--- src/rtl/serclk_pkg.sv ---
package serclk_pkg;
    localparam int SEL_W = 2;
    localparam int CTL_W = 8;

    typedef enum logic [SEL_W-1:0] {
        SRC_APIN = 2'd0,
        SRC_BPIN = 2'd1,
        SRC_BRG  = 2'd2,
        SRC_DPLL = 2'd3
    } src_e;

    typedef enum logic [SEL_W-1:0] {
        PO_OSC   = 2'd0,
        PO_TXCLK = 2'd1,
        PO_BRG   = 2'd2,
        PO_DPLL  = 2'd3
    } pinout_e;

    typedef struct packed {
        logic    osc_en;
        src_e    tx_src;
        src_e    rx_src;
        logic    pin_drv;
        pinout_e pin_sel;
    } ctl_t;

    typedef enum logic [1:0] {
        G_IDLE  = 2'd0,
        G_LIVE  = 2'd1,
        G_FAULT = 2'd2
    } guard_e;
endpackage

--- src/rtl/serclk_ctl_reg.sv ---
module serclk_ctl_reg
    import serclk_pkg::*;
(
    input  logic             clk,
    input  logic             rst_n,
    input  logic             wr_en,
    input  logic [CTL_W-1:0] wr_data,
    output ctl_t             ctl_q
);
    always_ff @(posedge clk) begin
        if (!rst_n) begin
            ctl_q <= '0;
        end else if (wr_en) begin
            ctl_q <= ctl_t'(wr_data);
        end
    end
endmodule

--- src/rtl/serclk_sel4.sv ---
module serclk_sel4
    import serclk_pkg::*;
#(
    parameter bit PIN_INV = 1'b0
) (
    input  src_e sel,
    input  logic apin,
    input  logic bpin,
    input  logic brg,
    input  logic dpll,
    output logic clk_out
);
    logic raw;

    always_comb begin
        unique case (sel)
            SRC_APIN: raw = apin;
            SRC_BPIN: raw = bpin;
            SRC_BRG:  raw = brg;
            SRC_DPLL: raw = dpll;
            default:  raw = apin;
        endcase
    end

    generate
        if (PIN_INV) begin : g_inv
            logic pin_path;
            assign pin_path = (sel == SRC_APIN) || (sel == SRC_BPIN);
            assign clk_out  = pin_path ? ~raw : raw;
        end else begin : g_thru
            assign clk_out = raw;
        end
    endgenerate
endmodule

--- src/rtl/serclk_route.sv ---
module serclk_route
    import serclk_pkg::*;
(
    input  ctl_t ctl,
    input  logic apin_in,
    input  logic bpin_in,
    input  logic osc_in,
    input  logic brg_in,
    input  logic dpll_rx_in,
    input  logic dpll_tx_in,
    output logic rx_clk,
    output logic tx_clk,
    output logic bpin_out,
    output logic bpin_oe
);
    logic osc_gated;

    serclk_sel4 #(.PIN_INV(1'b1)) rx_sel_i (
        .sel     (ctl.rx_src),
        .apin    (apin_in),
        .bpin    (bpin_in),
        .brg     (brg_in),
        .dpll    (dpll_rx_in),
        .clk_out (rx_clk)
    );

    serclk_sel4 #(.PIN_INV(1'b0)) tx_sel_i (
        .sel     (ctl.tx_src),
        .apin    (apin_in),
        .bpin    (bpin_in),
        .brg     (brg_in),
        .dpll    (dpll_tx_in),
        .clk_out (tx_clk)
    );

    assign osc_gated = ctl.osc_en ? osc_in : 1'b1;

    always_comb begin
        unique case (ctl.pin_sel)
            PO_OSC:   bpin_out = osc_gated;
            PO_TXCLK: bpin_out = tx_clk;
            PO_BRG:   bpin_out = brg_in;
            PO_DPLL:  bpin_out = dpll_rx_in;
            default:  bpin_out = osc_gated;
        endcase
    end

    assign bpin_oe = ctl.pin_drv
                   && (ctl.rx_src != SRC_BPIN)
                   && (ctl.tx_src != SRC_BPIN);
endmodule

--- src/rtl/serclk_guard_fsm.sv ---
module serclk_guard_fsm
    import serclk_pkg::*;
(
    input  logic             clk,
    input  logic             rst_n,
    input  logic             run_en,
    input  logic             wr_en,
    input  logic [CTL_W-1:0] wr_data,
    input  ctl_t             ctl_q,
    output logic             sel_fault
);
    guard_e state_q;
    guard_e state_d;
    logic   change_wr;

    assign change_wr = wr_en && (ctl_t'(wr_data) != ctl_q);

    always_ff @(posedge clk) begin
        if (!rst_n) begin
            state_q <= G_IDLE;
        end else begin
            state_q <= state_d;
        end
    end

    always_comb begin
        state_d = state_q;
        unique case (state_q)
            G_IDLE: begin
                if (run_en) state_d = change_wr ? G_FAULT : G_LIVE;
            end
            G_LIVE: begin
                if (!run_en)       state_d = G_IDLE;
                else if (change_wr) state_d = G_FAULT;
            end
            G_FAULT: begin
                if (!run_en) state_d = G_IDLE;
            end
            default: state_d = G_IDLE;
        endcase
    end

    always_comb begin
        sel_fault = (state_q == G_FAULT);
    end
endmodule

--- src/rtl/serclk_router.sv ---
module serclk_router
    import serclk_pkg::*;
(
    input  logic             clk,
    input  logic             rst_n,
    input  logic             wr_en,
    input  logic [CTL_W-1:0] wr_data,
    input  logic             run_en,
    input  logic             apin_in,
    input  logic             bpin_in,
    input  logic             osc_in,
    input  logic             brg_in,
    input  logic             dpll_rx_in,
    input  logic             dpll_tx_in,
    output logic             bpin_out,
    output logic             bpin_oe,
    output logic             rx_clk,
    output logic             tx_clk,
    output logic             sel_fault
);
    ctl_t ctl_q;

    serclk_ctl_reg ctl_i (
        .clk     (clk),
        .rst_n   (rst_n),
        .wr_en   (wr_en),
        .wr_data (wr_data),
        .ctl_q   (ctl_q)
    );

    serclk_route route_i (
        .ctl        (ctl_q),
        .apin_in    (apin_in),
        .bpin_in    (bpin_in),
        .osc_in     (osc_in),
        .brg_in     (brg_in),
        .dpll_rx_in (dpll_rx_in),
        .dpll_tx_in (dpll_tx_in),
        .rx_clk     (rx_clk),
        .tx_clk     (tx_clk),
        .bpin_out   (bpin_out),
        .bpin_oe    (bpin_oe)
    );

    serclk_guard_fsm guard_i (
        .clk       (clk),
        .rst_n     (rst_n),
        .run_en    (run_en),
        .wr_en     (wr_en),
        .wr_data   (wr_data),
        .ctl_q     (ctl_q),
        .sel_fault (sel_fault)
    );
endmodule

--- config.mk ---
export PLATFORM = sky130hd
export DESIGN_NAME = serclk_router
export DESIGN_NICKNAME = d
export VERILOG_FILES = /design/src/rtl/serclk_pkg.sv /design/src/rtl/serclk_ctl_reg.sv /design/src/rtl/serclk_sel4.sv /design/src/rtl/serclk_route.sv /design/src/rtl/serclk_guard_fsm.sv /design/src/rtl/serclk_router.sv
export SDC_FILE = /design/constraint.sdc
export NUM_CORES = 1
export LEC_CHECK = 0
export BUFFER_PORTS_ARGS = -buffer_cell sky130_fd_sc_hd__buf_2
export CAP_MARGIN = 20
export CELL_PAD_IN_SITES_DETAIL_PLACEMENT = 0
export CELL_PAD_IN_SITES_GLOBAL_PLACEMENT = 1
export CORE_ASPECT_RATIO = 0.7
export CORE_MARGIN = 2
export CORE_UTILIZATION = 25
export CTS_CLUSTER_SIZE = 14
export DETAILED_ROUTE_END_ITERATION = 7
export PLACE_DENSITY = 0.7
export SLEW_MARGIN = 25
export SYNTH_ARGS = -nofsm -noshare
export SYNTH_HDL_FRONTEND = slang
export SYNTH_HIERARCHICAL = 1
export SYNTH_SLANG_ARGS = --single-unit
--- constraint.sdc ---
create_clock -name clk -period 3.56 [get_ports clk]
set_input_delay 0.178 -clock clk [delete_from_list [all_inputs] [get_ports clk]]
set_output_delay 0.178 -clock clk [all_outputs]
set_load 0.02 [all_outputs]
[Yosys cells after proc, flatten, opt, wreduce, memory -nomap -nowiden]
Cells that the tools add are included.
Word-level totals
  output and inout bits: 5
  input bits: 18
  logic and storage cells: 44
  register bits: 10
Operators by class
  multiplexer cells: 11
  bitwise logic cells: 1
  eq/ne operators: 17
  reductions and logical operators: 9
Operator list (number)
  equality test 2 bit (second input constant): 7
  case mux 1 bit (4 select lines): 3
  two-way mux 2 bit: 5
  equality test 2 x 1 -> 1 bit (second input constant): 4
  logical NOT 2 bit: 4
  inequality test 8 bit: 1
  case mux 2 bit (3 select lines): 1
  inequality test 2 x 1 -> 1 bit (second input constant): 2
  inequality test 2 bit (second input constant): 2
  logical AND 1 bit: 3
  inequality test 3 x 2 -> 1 bit (second input constant): 1
  AND reduction 3 bit: 1
  two-way mux 1 bit: 2
  logical OR 1 bit: 1
  inverter 1 bit: 1

[Longest topological paths before layout]
  depth after elaboration: 5
  mapped depth: 4
  gate-level depth less buffers: 4

[Modules after synthesis]
The synthesis kept the hierarchy.
By module, submodules not included
  serclk_ctl_reg: times used 1, sequential area each 160.2 um^2, cells an instance 25, area each 301.5 um^2
  serclk_guard_fsm: times used 1, sequential area each 40.0 um^2, cells an instance 20, area each 170.2 um^2
  serclk_route: times used 1, sequential area each 0.0 um^2, cells an instance 5, area each 47.5 um^2
  serclk_sel4 at route_i.rx_sel_i: times used 1, sequential area each 0.0 um^2, cells an instance 3, area each 30.0 um^2
  serclk_sel4 at route_i.tx_sel_i: times used 1, sequential area each 0.0 um^2, cells an instance 1, area each 22.5 um^2

[Worst setup path after synthesis]
No wires, ideal clock.
  path kind: register to output
  from: register, netlist name ctl_i/ctl_q[5]
  to: output port bpin_out
  path slack: 1.866 ns
  data arrival time: 1.516 ns
  required time: 3.382 ns
  cell stages (with the launch flop): 3
  path buffers: 0
  cell sequence: dfxtp_1 mux4_2 mux4_2
On the way
  cells in the longest elaborated chain, start to end: 3
  elaborated cells on any way between the ends: 6
  those cells by class: 3 x eq/ne; 2 x mux; 1 x reduce/logical
RTL lines
  equality test 2 bit (tied with other cells): line serclk_sel4.sv:16  | unique case (sel)
  case mux 1 bit (4 select lines) *: line serclk_sel4.sv:16
  named net tx_clk: line serclk_router.sv:18  | output logic tx_clk,
  case mux 1 bit (4 select lines) *: line serclk_route.sv:39  | unique case (ctl.pin_sel)
  end: declaration: line serclk_router.sv:15  | output logic bpin_out,
The timed path passes the listed nets; every way through them passes the cells marked *.

[Worst setup path after layout]
  from: register, netlist name ctl_i/ctl_q[5]
  to: output port bpin_out
On the way
  cells in the longest elaborated chain, start to end: 3
  elaborated cells on any way between the ends: 6
  those cells by class: 3 x eq/ne; 2 x mux; 1 x reduce/logical
RTL lines (line)
  equality test 2 bit (tied with other cells): serclk_sel4.sv:16
  case mux 1 bit (4 select lines) *: serclk_sel4.sv:16
  case mux 1 bit (4 select lines) *: serclk_route.sv:39
Every way passes the cells marked *; elsewhere a longest branch is shown, timed or not.

==> impl_metrics.csv <==
group,metric,value,unit
cts,cts_buffer_depth,2,
drt,dr.first_iter.drc_count,22,
flow_run,drv_cap,0,
final_layout,drive_gt1_frac,0.392,
drt,drc_errors,0,
synthesis,syn_avg_cell_area,10.6,um^2
timing,worst_slew_pin_slew,0.288,ns
floorplan,row_count,14,
final_layout,fillerInstances,236,
placed_design,hpwlAfterDp,1010,um
worst_hold_path,min_path_type,"in -> reg",
drt,dr.pass1.iters,4,
power_and_ir_drop,power.density,386,mW/mm^2
synthesis,synth_edf_count,0,
cts,tritoncts,"built",
timing,fmax,497,MHz
floorplan,start_util,0.265,
global_routing,grt_pass1_wl,1970,um
synthesis,ys_seq_area_frac,0.350,
timing,post-route-min-period,2.01,ns
synthesis,synth_common_cells,"dfxtp_1 (10), nor2b_1 (9), mux2i_1 (8), xnor2_1 (8), inv_1 (5)",
drt,drt-total-wl,1290,um
synthesis,ys_types,15,
final_layout,final_util,0.347,
timing,fin_worst_skew,0.00390,ns
critical_path,path_max_fanout,4,
timing,setup_tns,0,ns
power_and_ir_drop,p_leak,0.324,nW
critical_path,endpoint_kind,"primary output",
synthesis,synth-main-ff-cell,"dfxtp_1",
drt,vias,445,
placed_design,gp_congestion,0.694,
synthesis,synth_seq_cells,10,
timing,hold_viol_final,0,
power_and_ir_drop,peakVddDrop,0.119,mV
synthesis,synth_top_area_share,0.350,
timing,fin_crit_sh,0.566,
placed_design,place_area,711,um^2
synthesis,syn_area,572,um^2
timing,drv_slew,0,
floorplan,die_area,0.00269,mm^2
cts,cts_buffers,3,
placed_design,io_buffer_count,22,
synthesis,async_flop_share,0,
floorplan,fp.dieH,44.0,um
global_routing,antenna_found_initial,0,
placed_design,placed_cells,107,
cts,cts_root_buf,"clkbuf_4",
global_routing,grt_max_degree,11,
critical_path,crit_top_cell,"mux4_2",
floorplan,ios,23,
critical_path,cp_slowest_stage_delay,0.53,ns
cts,cts_setup_buffers,0,
floorplan,core,0.00215,mm^2
synthesis,yosys.area.top_type,"dfxtp_1",
synthesis,synth_warnings,6,
drt,antenna_left,0,
synthesis,syn_inst,54,
final_layout,syn2layout_area_growth,30.6,%
final_layout,nets,98,
global_routing,grt-ovfl-total,0,
critical_path,cp_top_family,"multiplexers",
drt,wl_per_cell,11.6,um
timing,setup_viol,0,
global_routing,first_global_vias,429,
critical_path,worst-setup-path-type,"reg -> out",
synthesis,syn_nets,72,
critical_path,crit_chain,"mux4_2, mux4_2, buf_2",
timing,max_slew_margin,0.808,
global_routing,gr-usage-all-layers,0.102,
critical_path,crit_slowest_cell,"mux4_2",
drt,viasPerCell,4.01,
cts,cts_resized,0,
cts,worstSkewPairLatency,0.27,ns
critical_path,startpoint_type,"register",
final_layout,final_area,747,um^2
cts,cts_hold_buf,0,
power_and_ir_drop,p_total,0.288,mW
floorplan,die_x,61.2,um
final_layout,diodes,0,
critical_path,path_buf_inv,1,
timing,rsz0062_at_grt,"false",
cts,cts.sinks,10,
final_layout,fin_cells,111,
cts,htreeDepth,1,
critical_path,arrival,1.84,ns
cts,clk_pin_slew,0.07,ns
synthesis,ys_top_cells_by_area,"dfxtp_1 (35%), mux2i_1 (14%), xnor2_1 (12%), mux4_2 (12%), nor2b_1 (9.8%)",
synthesis,yosysMostFrequentCell,"dfxtp_1",
critical_path,required,3.38,ns
run_status,status,"finished clean",
-- routing by layer --
metal,GRT usage,share of wire
met1,0.125,0.48
met2,0.164,0.47
met3,0.0380,0.051
met4,0.0391,0
met5,0,0
-- sequential cells by signal, indices dropped and copies added (netlist names) --
register         flops
guard_i/state_q      2
ctl_i/ctl_q          8
-- power breakdown --
part | internal, mW | total (mW) | switching, mW
clock | 0.0621 | 0.105 | 0.0426
sequential | 0.118 | 0.125 | 0.00704
combinational | 0.0313 | 0.0580 | 0.0267
-- worst paths after layout --
path | startpoint | end | slack, ns | depth (start not counted)
max | ctl_i/ctl_q[5] | bpin_out | 1.55 | 3
min | run_en | guard_i/state_q[1] | 0.18 | 3
max reg2reg | ctl_i/ctl_q[3] | guard_i/state_q[1] | 2.41 | 4
min reg2reg | guard_i/state_q[1] | guard_i/state_q[0] | 0.47 | 1
-- cell families (layout without fill, tap and decap cells) --
| logic type | count (synthesis) | in the layout | share of synthesized area |
|---|---|---|---|
| and+or+nand+nor | 15 | 15 | 0.171 |
| AOI/OAI and AO/OA | 4 | 4 | 0.0459 |
| xor gates and xnor gates | 8 | 8 | 0.123 |
| muxes | 11 | 11 | 0.258 |
| DFF | 10 | 10 | 0.350 |
| buffers and inverters | 6 | 31 | 0.0525 |
-- worst min-delay path, delay by kind of cell --
kind | cells | cell delay [ns]
AOI/OAI and AO/OA | 1 | 0.05
buffers and inverters | 1 | 0.09
and+or+nand+nor | 1 | 0.08
-- metrics by stage --
| stage | hold slack (ns) | worst slack [ns] |
|---|---|---|
| after detailed placement | 0.465 | 1.84 |
| after CTS | 0.172 | 1.52 |
| after floorplan | 0.306 | 1.87 |
| after global routing | 0.201 | 1.48 |
| final | 0.183 | 1.55 |
| after global placement | 0.453 | 1.87 |
-- cell type report --
cell class	count	area, um^2	area share
clock buffers	4	36.3	0.0486
repair buffers	22	110	0.147
inverters	5	18.8	0.0251
multi-input cells	38	342	0.457
well taps	32	40.0	0.0536
flip-flops and latches	10	200	0.268
-- cell usage in the layout, fill, tap and decap left out --
cell       n
inv_1      5
a21oi_1    1
nor2b_1    9
nand2_1    1
o21ai_1    1
o21ai_0    1
mux2i_1    8
nor3b_2    1
nand4_1    2
dfxtp_1   10
xnor2_1    8
clkbuf_8   1
nand2b_1   2
mux4_2     3
clkbuf_4   3
o221a_2    1
buf_2     22
(Power assumes the default switching activity.)
